## src/rtl/intack_pkg.sv

```systemverilog
`timescale 1ns/1ps
package intack_pkg;
  typedef enum logic [2:0] {
    PH_IDLE = 3'd0,
    PH_T1   = 3'd1,
    PH_T2   = 3'd2,
    PH_T3   = 3'd3,
    PH_T4   = 3'd4,
    PH_DONE = 3'd5
  } bus_ph_e;
endpackage

```

## src/rtl/intack_phase_seq.sv

```systemverilog
`timescale 1ns/1ps
module intack_phase_seq
  import intack_pkg::*;
#(
  parameter int NUM_CYC = 2,
  parameter int CYC_W   = (NUM_CYC > 1) ? $clog2(NUM_CYC) : 1
) (
  input  logic             clk,
  input  logic             rst_n,
  input  logic             start_i,
  input  logic             accept_i,
  output bus_ph_e          ph_o,
  output logic [CYC_W-1:0] cyc_o
);
  localparam logic [CYC_W-1:0] LAST_CYC = CYC_W'(NUM_CYC - 1);

  bus_ph_e          ph_d;
  logic [CYC_W-1:0] cyc_d;

  always_comb begin
    ph_d  = ph_o;
    cyc_d = cyc_o;
    unique case (ph_o)
      PH_IDLE: if (start_i) begin
        ph_d  = PH_T1;
        cyc_d = '0;
      end
      PH_T1: ph_d = PH_T2;
      PH_T2: ph_d = PH_T3;
      PH_T3: ph_d = PH_T4;
      PH_T4: begin
        if (cyc_o == LAST_CYC) begin
          ph_d = PH_DONE;
        end else begin
          ph_d  = PH_T1;
          cyc_d = cyc_o + 1'b1;
        end
      end
      PH_DONE: if (accept_i) ph_d = PH_IDLE;
      default: ph_d = PH_IDLE;
    endcase
  end

  always_ff @(posedge clk or negedge rst_n) begin
    if (!rst_n) begin
      ph_o  <= PH_IDLE;
      cyc_o <= '0;
    end else begin
      ph_o  <= ph_d;
      cyc_o <= cyc_d;
    end
  end

  // A new first cycle only follows idle; a start pulse mid-sequence cannot re-enter T1 of cycle 0
  assert_no_restart_R9: assert property (@(posedge clk) disable iff (!rst_n)
    (ph_o != PH_IDLE) |=> !(ph_o == PH_T1 && cyc_o == '0));

  assert_result_waits_R8: assert property (@(posedge clk) disable iff (!rst_n)
    (ph_o == PH_DONE && !accept_i) |=> (ph_o == PH_DONE));
endmodule

```

## src/rtl/intack_strobe_gen.sv

```systemverilog
`timescale 1ns/1ps
module intack_strobe_gen
  import intack_pkg::*;
#(
  parameter int NUM_CYC = 2,
  parameter int CYC_W   = (NUM_CYC > 1) ? $clog2(NUM_CYC) : 1
) (
  input  bus_ph_e          ph_i,
  input  logic [CYC_W-1:0] cyc_i,
  input  logic             hold_req_i,
  output logic             ale_o,
  output logic             ack_n_o,
  output logic             lock_o,
  output logic             hold_ok_o
);
  localparam logic [CYC_W-1:0] LAST_CYC = CYC_W'(NUM_CYC - 1);

  logic on_bus;
  logic before_lock;
  logic after_lock;

  always_comb begin
    on_bus      = (ph_i == PH_T1) || (ph_i == PH_T2) ||
                  (ph_i == PH_T3) || (ph_i == PH_T4);
    before_lock = (cyc_i == '0) && (ph_i == PH_T1);
    after_lock  = (cyc_i == LAST_CYC) && (ph_i != PH_T1);
    ale_o       = (ph_i == PH_T1);
    ack_n_o     = !((ph_i == PH_T2) || (ph_i == PH_T3));
    lock_o      = on_bus && !before_lock && !after_lock;
    hold_ok_o   = hold_req_i && !on_bus;
  end
endmodule

```

## src/rtl/intack_vec_cap.sv

```systemverilog
`timescale 1ns/1ps
module intack_vec_cap
  import intack_pkg::*;
#(
  parameter int NUM_CYC  = 2,
  parameter int CYC_W    = (NUM_CYC > 1) ? $clog2(NUM_CYC) : 1,
  parameter int DATA_W   = 8,
  parameter int SCALE_SH = 2,
  parameter int ADDR_W   = DATA_W + SCALE_SH
) (
  input  logic              clk,
  input  logic              rst_n,
  input  bus_ph_e           ph_i,
  input  logic [CYC_W-1:0]  cyc_i,
  input  logic [DATA_W-1:0] data_i,
  output logic              vec_valid_o,
  output logic [ADDR_W-1:0] vec_addr_o
);
  localparam logic [CYC_W-1:0] LAST_CYC = CYC_W'(NUM_CYC - 1);

  logic [DATA_W-1:0] type_q;
  logic              cap_en;

  assign cap_en = (ph_i == PH_T3) && (cyc_i == LAST_CYC);

  always_ff @(posedge clk or negedge rst_n) begin
    if (!rst_n)      type_q <= '0;
    else if (cap_en) type_q <= data_i;
  end

  assign vec_addr_o  = {type_q, {SCALE_SH{1'b0}}};
  assign vec_valid_o = (ph_i == PH_DONE);

  // Once the result is offered, the captured byte no longer follows the bus
  assert_type_frozen_R6: assert property (@(posedge clk) disable iff (!rst_n)
    (ph_i == PH_DONE) |=> $stable(type_q));
endmodule

```

## src/rtl/intack_seq.sv

```systemverilog
`timescale 1ns/1ps
module intack_seq
  import intack_pkg::*;
#(
  parameter int NUM_CYC  = 2,
  parameter int DATA_W   = 8,
  parameter int SCALE_SH = 2,
  parameter int ADDR_W   = DATA_W + SCALE_SH
) (
  input  logic              clk,
  input  logic              rst_n,
  input  logic              start_i,
  input  logic [DATA_W-1:0] data_i,
  input  logic              hold_req_i,
  input  logic              vec_ready_i,
  output logic              ale_o,
  output logic              ack_n_o,
  output logic              lock_o,
  output logic              hold_ok_o,
  output logic              vec_valid_o,
  output logic [ADDR_W-1:0] vec_addr_o
);
  localparam int CYC_W = (NUM_CYC > 1) ? $clog2(NUM_CYC) : 1;

  bus_ph_e          ph;
  logic [CYC_W-1:0] cyc;
  logic             accept;

  assign accept = vec_valid_o && vec_ready_i;

  intack_phase_seq #(.NUM_CYC(NUM_CYC), .CYC_W(CYC_W)) seq_i (
    .clk      (clk),
    .rst_n    (rst_n),
    .start_i  (start_i),
    .accept_i (accept),
    .ph_o     (ph),
    .cyc_o    (cyc)
  );

  intack_strobe_gen #(.NUM_CYC(NUM_CYC), .CYC_W(CYC_W)) strb_i (
    .ph_i       (ph),
    .cyc_i      (cyc),
    .hold_req_i (hold_req_i),
    .ale_o      (ale_o),
    .ack_n_o    (ack_n_o),
    .lock_o     (lock_o),
    .hold_ok_o  (hold_ok_o)
  );

  intack_vec_cap #(
    .NUM_CYC(NUM_CYC), .CYC_W(CYC_W), .DATA_W(DATA_W),
    .SCALE_SH(SCALE_SH), .ADDR_W(ADDR_W)
  ) cap_i (
    .clk         (clk),
    .rst_n       (rst_n),
    .ph_i        (ph),
    .cyc_i       (cyc),
    .data_i      (data_i),
    .vec_valid_o (vec_valid_o),
    .vec_addr_o  (vec_addr_o)
  );

  assert_ale_then_strobe_R3: assert property (@(posedge clk) disable iff (!rst_n)
    ale_o |=> !ack_n_o);
  assert_strobe_two_wide_R3: assert property (@(posedge clk) disable iff (!rst_n)
    $fell(ack_n_o) |=> !ack_n_o);
  assert_lock_rises_with_strobe_R4: assert property (@(posedge clk) disable iff (!rst_n)
    $rose(lock_o) |-> !ack_n_o);
  assert_lock_drops_with_strobe_R4: assert property (@(posedge clk) disable iff (!rst_n)
    $fell(lock_o) |-> !ack_n_o);
  assert_no_hold_in_strobe_R5: assert property (@(posedge clk) disable iff (!rst_n)
    !ack_n_o |-> !hold_ok_o);
  assert_vec_held_R8: assert property (@(posedge clk) disable iff (!rst_n)
    (vec_valid_o && !vec_ready_i) |=> (vec_valid_o && $stable(vec_addr_o)));
  assert_vec_aligned_R7: assert property (@(posedge clk) disable iff (!rst_n)
    $rose(vec_valid_o) |-> (vec_addr_o[SCALE_SH-1:0] == '0));
endmodule

```

## config.mk

```make
export PLATFORM = sky130hd
export DESIGN_NAME = intack_seq
export DESIGN_NICKNAME = d
export VERILOG_FILES = /design/src/rtl/intack_pkg.sv /design/src/rtl/intack_phase_seq.sv /design/src/rtl/intack_strobe_gen.sv /design/src/rtl/intack_vec_cap.sv /design/src/rtl/intack_seq.sv
export SDC_FILE = /design/constraint.sdc
export NUM_CORES = 1
export LEC_CHECK = 0
export CAP_MARGIN = 20
export CELL_PAD_IN_SITES_DETAIL_PLACEMENT = 0
export CELL_PAD_IN_SITES_GLOBAL_PLACEMENT = 1
export CORE_MARGIN = 2
export CORE_UTILIZATION = 29
export DETAILED_ROUTE_END_ITERATION = 10
export PLACE_DENSITY_LB_ADDON = 0.25
export SETUP_SLACK_MARGIN = 0.3
export SYNTH_ARGS = -nofsm -noshare
export SYNTH_HDL_FRONTEND = slang
export SYNTH_SLANG_ARGS = --single-unit
```

## constraint.sdc

```tcl
create_clock -name clk -period 1.6 [get_ports clk]
set_input_delay 0.32 -clock clk [delete_from_list [all_inputs] [get_ports clk]]
set_output_delay 0.32 -clock clk [all_outputs]
set_load 0.05 [all_outputs]
```

# Yosys cells after proc, flatten, opt, wreduce, memory -nomap -nowiden
# Cells that the tools add are included.
[totals]
register_bits = 12
latch_bits = 0
ramBits = 0
romBits = 0
input_bits = 13
out_inout_bits = 15
wordCells = 39
mem_count = 0
[op_classes]
n_addsub = 1
multipliers = 0
div_mod_pow = 0
magnitude_cmp = 0
eq_ne = 8
shift = 0
n_mux = 7
bitwise = 1
reduce_logical = 19
[ops]
columns = ["op", "count"]
rows = [
  ["$pmux 3 s6", 1],
  ["$mux 3", 3],
  ["$logic_and 1x1->1", 7],
  ["$eq 3x2->1 const B", 2],
  ["$eq 3x3->1 const B", 2],
  ["$logic_not 1->1", 4],
  ["$logic_or 1x1->1", 4],
  ["$reduce_and 2->1", 2],
  ["$eq 3x1->1 const B", 1],
  ["$logic_not 3->1", 1],
  ["$ne 3x1->1 const B", 1],
  ["$mux 1", 2],
  ["$ne 2x1->1 const B", 1],
  ["$ne 2x2->1 const B", 1],
  ["$pmux 1 s2", 1],
  ["$reduce_bool 2->1", 1],
  ["$add 1x1->1 const B", 1],
  ["$not 1->1", 1],
]

# Logic depth before layout (Yosys ltp)
# Gate-level depths: netlist (run 1).
[logic_depth]
word_depth = 6
depth_mapped = 4
depth_no_buf = 3

# Cells and area by module
# A second synthesis (run 1) with hierarchy kept.
[unflattened]
hier_cells = 46
area_unflattened_um2 = 596.8
[by_module_without_submodules]
columns = ["mod", "n_inst", "cells_each", "area_each_um2", "seq_area_each_um2"]
rows = [
  ["intack_vec_cap", 1, 22, 340.3, 200.2],
  ["intack_phase_seq", 1, 15, 182.7, 100.1],
  ["intack_strobe_gen", 1, 8, 67.6, 0.0],
  ["intack_seq", 1, 1, 6.3, 0.0],
]

# Least setup slack after synthesis (run 1)
# No wires, ideal clock.
[synth_timing]
path_kind = "flip-flop to output port"
start = "reg seq_i.ph_o[2]"
end = "out lock_o"
arrival_time_ns = 2.170
t_required_ns = 1.280
path_slack_ns = -0.890
stages_incl_launch_ff = 4
n_path_buf = 1
cell_sequence = "dfrtp_1 -> buf_2 -> nand2b_1 -> o21ai_0"
[synth_via]
elab_chain_len = 6
elab_cells_between_ends = 14
cone_classes = "eq/ne: 5; reduce/logical: 9"
[synth_lines]
columns = ["element", "line_no", "text"]
rows = [
  ["start, declared", "intack_phase_seq.sv:12", "output bus_ph_e ph_o,"],
  ["start signal, assigned", "intack_phase_seq.sv:49", "ph_o <= ph_d;"],
  ["$eq 3x1->1 or $eq 3x2->1 (tied branches)", "intack_strobe_gen.sv:23, intack_strobe_gen.sv:25", ""],
  ["$logic_or 1x1->1 (2 in a row)", "intack_strobe_gen.sv:23", "on_bus = (ph_i == PH_T1) || (ph_i == PH_T2) ||"],
  ["$logic_or 1x1->1", "intack_strobe_gen.sv:24", "(ph_i == PH_T3) || (ph_i == PH_T4);"],
  ["$logic_and 1x1->1", "intack_strobe_gen.sv:29", "lock_o = on_bus && !before_lock && !after_lock;"],
  ["$logic_and 1x1->1 *", "intack_strobe_gen.sv:29", ""],
  ["end, declared", "intack_seq.sv:18", "output logic lock_o,"],
]
# Every way passes the cells marked *; elsewhere a longest branch is shown, timed or not.

# Worst setup path after layout (run 1)
[layout_timing]
start = "reg seq_i.ph_o[0]"
end = "out hold_ok_o"
[layout_via]
elab_chain_len = 6
elab_cells_between_ends = 9
cone_classes = "eq/ne: 4; reduce/logical: 5"
[layout_lines]
columns = ["element", "line_no", "text"]
rows = [
  ["$eq 3x1->1 or $eq 3x2->1 (tied branches)", "intack_strobe_gen.sv:23", ""],
  ["$logic_or 1x1->1 (2 in a row)", "intack_strobe_gen.sv:23", ""],
  ["$logic_or 1x1->1 *", "intack_strobe_gen.sv:24", ""],
  ["$logic_not 1->1 *", "intack_strobe_gen.sv:30", "hold_ok_o = hold_req_i && !on_bus;"],
  ["$logic_and 1x1->1 *", "intack_strobe_gen.sv:30", ""],
  ["end, declared", "intack_seq.sv:19", "output logic hold_ok_o,"],
]
# Marks and branches as above.

==> results of run 1 <==
## layer usage
layer | vias up | global-route usage, % | part of all wire, %
li1 | 233 | - | -
met1 | 229 | 13.8 | 42
met2 | 17 | 20.0 | 53
met3 | 2 | 4.60 | 4.3
met4 | 0 | 4.29 | 0.73
met5 | - | 0 | 0
## area by class of cell
| cell class | count | area [um2] | area share (%) |
|---|---|---|---|
| timing repair buffer | 35 | 362 | 33.8 |
| inverter | 2 | 7.51 | 0.702 |
| sequential | 12 | 302 | 28.2 |
| clock buffer | 3 | 22.5 | 2.11 |
| tap | 27 | 33.8 | 3.16 |
| multi-input combinational | 31 | 343 | 32.0 |
## worst max-delay path, stage by stage, from the launching register on
cell and delay (ns):
dfrtp_1 0.40, buf_6 0.14, nor2_4 0.14, xor2_1 0.16, and2_4 0.17, buf_12 0.13
## repair_timing
| item | CTS | global route |
|---|---|---|
| gates resized for setup | 5 | 10 |
| gates cloned | 0 | 0 |
| setup endpoints to repair | 5 | 14 |
| pin swaps | 1 | 6 |
| setup buffers | 1 | 4 |
## power groups by stage
stage / logic, uW / registers [uW] / clock network (uW)
6_report: 1900 / 550 / 180
5_1_grt: 1980 / 569 / 204
4_1_cts: 1720 / 557 / 187
3_5_place_dp: 1650 / 567 / 0
3_3_place_gp: 1650 / 557 / 0
2_1_floorplan: 802 / 906 / 0
## sequential cells by signal, summed over array words and instances (netlist names)
signal	flops
cap_i.type_q	8
seq_i.cyc_o	1
seq_i.ph_o	3
## cells in the final DEF (no fill, tap or decap), types with 2 or more instances in the layout
| cell type | count |
|---|---|
| buf_6 | 3 |
| inv_1 | 2 |
| clkdlybuf4s50_1 | 12 |
| clkbuf_4 | 3 |
| dfrtp_1 | 11 |
| buf_12 | 4 |
| buf_4 | 15 |
| mux2_4 | 8 |
| conb_1 | 2 |
## stage by stage
stage | std cells | setup TNS, ns | hold WS, ns
floorplan | 50 | 0 | 0.0244
global placement | 102 | 0 | 0.488
detailed placement | 102 | 0 | 0.495
CTS | 106 | -0.276 | 0.418
global route | 110 | -0.556 | 0.441
finish | 110 | -0.329 | 0.400
## worst paths after layout
kind                                 start               to  slack (ns)  cells after the start
max reg2reg                  seq_i.ph_o[1]  cap_i.type_q[2]        0.15                      5
max                          seq_i.ph_o[0]        hold_ok_o       -0.13                      5
min in group clk           cap_i.type_q[7]  cap_i.type_q[7]        0.51                      1
min                                  rst_n  cap_i.type_q[3]        0.40                      1
max in group asynchronous            rst_n      seq_i.cyc_o        0.80                      1
min reg2reg                cap_i.type_q[7]  cap_i.type_q[7]        0.51                      1
## cells by family after synthesis
group / count (synthesis) / synth area share (%)
compound gates: 7 / 7.63
xor+xnor: 2 / 2.97
buf+inv: 7 / 7.20
flops: 12 / 50.8
mux: 8 / 15.3
other cells: 1 / 0.635
simple gates: 12 / 15.5
==> metrics.md, run 1 <==
| Metric | Value |
|---|---|
| Seq pwr share | `20.9%` |
| Synth top cells by count | `dfrtp_1, mux2_2, buf_4` |
| Layout cells sized above 1 | `55.4%` |
| Iteration-0 DRC Markers | `8` |
| Die X | `between 40 and 50 um` |
| Boundary Pins | `28` |
| Layout overhead on the synthesized area | `81.1%` |
| Nets | `98` |
| CTS Root Buffer Type | `clkbuf_4` |
| CP Max Fanout | `4` |
| Number of flops mapped to enable cells by yosys | `0` |
| Int Power | `1390 uW` |
| Worst Hold Class | `in2async` |
| Seq/Total Area, Yosys | `50.8%` |
| GRT Util Overall | `a little under an eighth` |
| Comb power frac | `72.2%` |
| Clock Latency Late Sink | `0.27 ns` |
| Rows | `16` |
| Final instance area | `between 0.001 and 0.0015 mm2` |
| DRT Pass-1 Iters | `4` |
| Final Util | `roughly 55%` |
| Final min period | `1.73 ns` |
| WL final | `1.38 mm` |
| First-pass GRT wire length | `~2.1 mm` |
| Top cells by area, synth | `dfrtp_1, mux2_2, buf_4` |
| Tot Pwr | `between 2000 and 3000 uW` |
| CTS tree | `built` |
| Tightest Pin Transition | `0.541 ns` |
| Via count | `481` |
| Clk pwr share | `under 10%` |
| Place WS | `around 0.14 ns` |
| FF+latch count, synth | `12` |
| Final setup margin | `-0.127 ns` |
| Clock skew | `0.00635 ns` |
| Clk slew on worst S/H paths | `0.07 ns` |
| # setup viols final | `4` |
| CTS Buf Count | `3` |
| Sw frac | `47.1%` |
| Avg WL per Cell | `12.5 um` |
| Placed standard-cell area | `956 um2` |
| DPL Wire Length | `938 um` |
| Top cell type's share of synthesized area | `50.8%` |
| Vias per inst | `4.37` |
| Core Box Area | `a little under 0.002 mm2` |
| Largest net degree at the start of global routing | `13` |
| CP Capture Type | `output pin` |
| # fillers | `167` |
| Post-Synthesis Cells | `49` |
| Req. time, crit path | `1.28 ns` |
| PortBufs | `25` |
| RSZ-0062 raised after global routing | `yes` |
| Initial Utilization | `30.4%` |
| Count leader, synth | `dfrtp_1` |
| Mapped Avg Cell Area | `about 12 um2` |
| Synth unique cells | `24` |
| Ant. Diodes | `0` |
| Clock buffer depth | `2` |
| Total global routing overflow | `0` |
| # hold bufs at CTS | `0` |
| Status | `finished with violations` |
| Crit path launch type | `flop` |
| Post-DRT Antenna Nets | `0` |
| Crit share post-route | `108%` |
| Max Cap Viol | `0` |
| Clock sink total | `12` |
| Initial antenna violation count | `0` |
| Worst vdd ir | `1.21 mV` |
| Mapped Area | `between 500 and 600 um2` |
| Cell taking the most area after synthesis | `dfrtp_1` |
| Die area | `0.00241 mm2` |
| DRC Markers | `0` |
| # H-tree levels | `1` |
| Worst Setup Path Type | `reg2out` |
| Failing checks | `negative setup slack` |
| Die Height | `49.1 um` |
| Max Clock Freq | `just under 600 MHz` |
| Final Max Slew Viols | `0` |
| GPL Wtd Cong | `slightly above 0.7` |
| PwrDens | `between 2000 and 2500 mW/mm2` |
| Switch Pwr | `roughly 1200 uW` |
| Fin. Hold Viols | `0` |
| Synth Warn # | `0` |
| FFs w/ async S/R, synth | `100%` |
| Leak pwr | `around 0.00051 uW` |
| Top FF cell, synth | `dfrtp_1` |
| Number of global-route vias before repair | `470` |
| Slew HR | `63.8%` |
| Crit path arrival time | `1.41 ns` |
Power figures use the tool's default switching activity.
==> run 2: changes to the inputs <==
GPL_TIMING_DRIVEN = 0   (was not set)
SYNTH_HIERARCHICAL = 1   (was not set)
==> run 2 against run 1 <==
The run still ends with negative setup slack left; critical path depth fell by 2; fmax fell by 6.6%; wire length grew 6.7%; global-route usage up 0.85 points; flip-flop and latch count stayed put; sequential share of layout area fell by 2.2 points; clock power is 6% lower; design area increased by 9.7%; synthesized area increased by 1.1%; via count grew 12%; count of clock-buffer cells in the layout unchanged.
==> metrics.md, run 2 <==
| Metric | Value |
|---|---|
| Largest net degree at the start of global routing | `13 (unchanged)` |
| Number of flops mapped to enable cells by yosys | `0 (unchanged)` |
| Clock sink total | `12 (unchanged)` |
| Seq/Total Area, Yosys | `50.3% (was 50.8%)` |
| # hold bufs at CTS | `0 (unchanged)` |
| DRT Pass-1 Iters | `2 (was 4)` |
| Crit path launch type | `flop (unchanged)` |
| # H-tree levels | `1 (unchanged)` |
| Max incr delay on CP | `0.56 ns (was 0.40 ns)` |
| Max Cap Viol | `0 (unchanged)` |
| Die Height | `49.4 um (was 49.1 um)` |
| Top cells by area, synth | `dfrtp_1, mux2_2, nand4b_4 (was dfrtp_1, mux2_2, buf_4)` |
| Reg2reg start | `seq_i/ph_o[2] (was seq_i.ph_o[1])` |
| FFs w/ async S/R, synth | `100% (unchanged)` |
| Worst Hold Class | `in2async (unchanged)` |
| Worst vdd ir | `1.32 mV (was 1.21 mV)` |
| Slowest cell on crit path | `or4bb_4 (was dfrtp_1)` |
| Synth top cells by count | `dfrtp_1, mux2_2, buf_4, nor2_1, nor3b_1 (was dfrtp_1, mux2_2, buf_4)` |
| Nets | `108 (was 98)` |
| Placed Cells | `99 (was 102)` |
| Tightest Pin Transition | `0.514 ns (was 0.541 ns)` |
| Max reg flops | `8 (unchanged)` |
| Crit share post-route | `116% (was 108%)` |
| CP Capture Type | `output pin (unchanged)` |
| Biggest register | `cap_i/type_q (was cap_i.type_q)` |
| Clock Latency Late Sink | `0.25 ns (was 0.27 ns)` |
| CTS Buf Count | `3 (unchanged)` |
| Max Clock Freq | `541 MHz (was 579 MHz)` |
| Layout cells sized above 1 | `66.7% (was 55.4%)` |
| Final setup margin | `-0.248 ns (was -0.127 ns)` |
| # fillers | `177 (was 167)` |
| Initial Utilization | `30.7% (was 30.4%)` |
| Layout overhead on the synthesized area | `96.6% (was 81.1%)` |
| Final setup TNS | `-0.423 ns (was -0.329 ns)` |
| First-pass GRT wire length | `2.38 mm (was 2.15 mm)` |
| Top Registers | `cap_i/type_q x8, seq_i/ph_o x3, seq_i/cyc_o x1 (was cap_i.type_q x8, seq_i.ph_o x3, seq_i.cyc_o x1)` |
| Cell taking the most area after synthesis | `dfrtp_1 (unchanged)` |
| DPL Wire Length | `744 um (was 938 um)` |
| Post-route insts no fill | `120 (was 110)` |
| Vias per inst | `4.48 (was 4.37)` |
| PwrDens | `2340 mW/mm2 (was 2460 mW/mm2)` |
| Die X | `49.4 um (was 49.1 um)` |
| Ant. Diodes | `0 (unchanged)` |
| Leak pwr | `0.000561 uW (was 0.000511 uW)` |
| Critical Path End | `lock_o (was hold_ok_o)` |
| Clk slew on worst S/H paths | `0.07 ns (about the same)` |
| Post-Synthesis Cells | `46 (was 49)` |
| Total global routing overflow | `0 (unchanged)` |
| Via count | `538 (was 481)` |
| Critical-path cell list | `or4bb_4 -> o211ai_4 -> buf_6 (was buf_6 -> nor2_4 -> xor2_1 -> and2_4 -> buf_12)` |
| Failing checks | `negative setup slack (unchanged)` |
| Count leader, synth | `dfrtp_1 (unchanged)` |
| Worst r2r path cells | `4 (was 5)` |
| Avg WL per Cell | `12.3 um (was 12.5 um)` |
| Clock skew | `0.000820 ns (was 0.00635 ns)` |
| WL final | `1.47 mm (was 1.38 mm)` |
| Commonest cells after routing, fill and taps aside | `buf_6, clkdlybuf4s50_1, buf_4 (was buf_4, clkdlybuf4s50_1, dfrtp_1)` |
| GPL Wtd Cong | `0.658 (was 0.709)` |
| Final min period | `1.85 ns (was 1.73 ns)` |
| Crit path arrival time | `1.53 ns (was 1.41 ns)` |
| # setup viols final | `2 (was 4)` |
| Status | `finished with violations (unchanged)` |
| RSZ-0062 raised after global routing | `yes (unchanged)` |
| Top cell type's share of synthesized area | `50.3% (was 50.8%)` |
| Core Box Area | `0.00194 mm2 (unchanged)` |
| Worst Setup Path Type | `reg2out (unchanged)` |
| Slew HR | `65.6% (was 63.8%)` |
| R2R Path End | `cap_i/type_q[6] (was cap_i.type_q[2])` |
| Post-DRT Antenna Nets | `0 (unchanged)` |
| Clock buffer depth | `2 (unchanged)` |
| Top FF cell, synth | `dfrtp_1 (unchanged)` |
| Req. time, crit path | `1.28 ns (about the same)` |
| Fin. Hold Viols | `0 (unchanged)` |
| GRT Util Overall | `12.8% (was 12.0%)` |
| DRC Markers | `0 (unchanged)` |
| CTS Root Buffer Type | `clkbuf_4 (unchanged)` |
| Mapped Area | `597 um2 (was 591 um2)` |
| PortBufs | `25 (unchanged)` |
| Boundary Pins | `28 (unchanged)` |
| Iteration-0 DRC Markers | `1 (was 8)` |
| Initial antenna violation count | `0 (unchanged)` |
| CP Max Fanout | `7 (was 4)` |
| Synth Warn # | `6 (was 0)` |
| Rows | `16 (unchanged)` |
| Mapped Avg Cell Area | `13.0 um2 (was 12.1 um2)` |
| Commonest non-fill, non-tap cell in the layout | `buf_6 (was buf_4)` |
| FF+latch count, synth | `12 (unchanged)` |
| Die area | `0.00244 mm2 (was 0.00241 mm2)` |
| Number of global-route vias before repair | `490 (was 470)` |
| Crit path from | `seq_i/ph_o[1] (was seq_i.ph_o[0])` |
| CTS tree | `built (unchanged)` |
| Final Max Slew Viols | `0 (unchanged)` |
| R2R Setup Slk | `0.16 ns (was 0.15 ns)` |
| Synth unique cells | `25 (was 24)` |
-- run 2: repair_timing --
action                                  CTS  global route
endpoints found under the setup margin   23            24
setup buffers                            13             5
pin swaps                                 6             5
gates resized for setup                  83            26
-- run 2: where the power goes --
group	internal (uW)	switching, uW	total [uW]
registers	464	123	587
clock network	86.5	82.3	169
logic	929	1060	1990
-- run 2: how the worst min path moves through the flow --
stage                    start              end  slack (ns)
6_report                 rst_n  cap_i/type_q[4]        0.41
2_1_floorplan            rst_n  cap_i/type_q[0]        0.02
5_1_grt                  rst_n  cap_i/type_q[0]        0.45
4_1_cts                  rst_n  cap_i/type_q[0]        0.42
3_3_place_gp   cap_i/type_q[7]  cap_i/type_q[7]        0.49
3_5_place_dp   cap_i/type_q[7]  cap_i/type_q[7]        0.49
-- run 2: logic make-up (layout without fill, tap and decap cells) --
family	Yosys count	after routing	share of synthesized area, %
AO/OA/AOI/OAI	6	6	8.60
AND/OR/NAND/NOR	16	16	21.4
buffers and inverters	2	48	2.51
flip-flops	12	12	50.3
other	1	2	0.628
multiplexers	8	8	15.1
XOR/XNOR	1	1	1.47
-- run 2: metrics by stage --
step           hold WS [ns]  area (um2)  setup slack, ns  utilization, %  total power [uW]
5_1_grt               0.455        1170           -0.283            60.4              2870
2_1_floorplan        0.0244         639          0.00160               -              1630
3_5_place_dp          0.493         923           -0.760            47.6              2060
6_report              0.406        1170           -0.248            60.4              2740
3_3_place_gp          0.487         923           -0.743            47.6              2040
4_1_cts               0.423        1140           -0.254            58.8              2640
-- run 2: cell type report --
class | instances | area, um2 | area share, %
repair buffers | 43 | 397 | 33.8
flip-flops and latches | 12 | 305 | 26.0
multi-input cells | 33 | 400 | 34.1
well taps | 27 | 33.8 | 2.88
plain buffers | 2 | 15.0 | 1.28
clock buffers | 3 | 22.5 | 1.92
-- run 2: metal layers --
layer	vias up	wire [um]	GRT usage (%)
li1	262	-	-
met1	257	620	17.1
met2	17	734	19.8
met3	2	101	3.68
met4	0	14	4.29
met5	-	0	0
-- run 2: worst max-delay path: cells and delay by family (launching register included) --
kind | cells | cell delay, ns
buf+inv | 1 | 0.18
simple gates | 1 | 0.56
flops | 1 | 0.45
compound gates | 1 | 0.08
==> run 3: changes to the inputs <==
CTS_CLUSTER_SIZE = 24   (was not set)
HOLD_SLACK_MARGIN = 0.02   (was not set)
SLEW_MARGIN = 20   (was not set)
==> results of run 3 <==
Same layout as run 2: the final DEF is identical, and so are final timing and power.
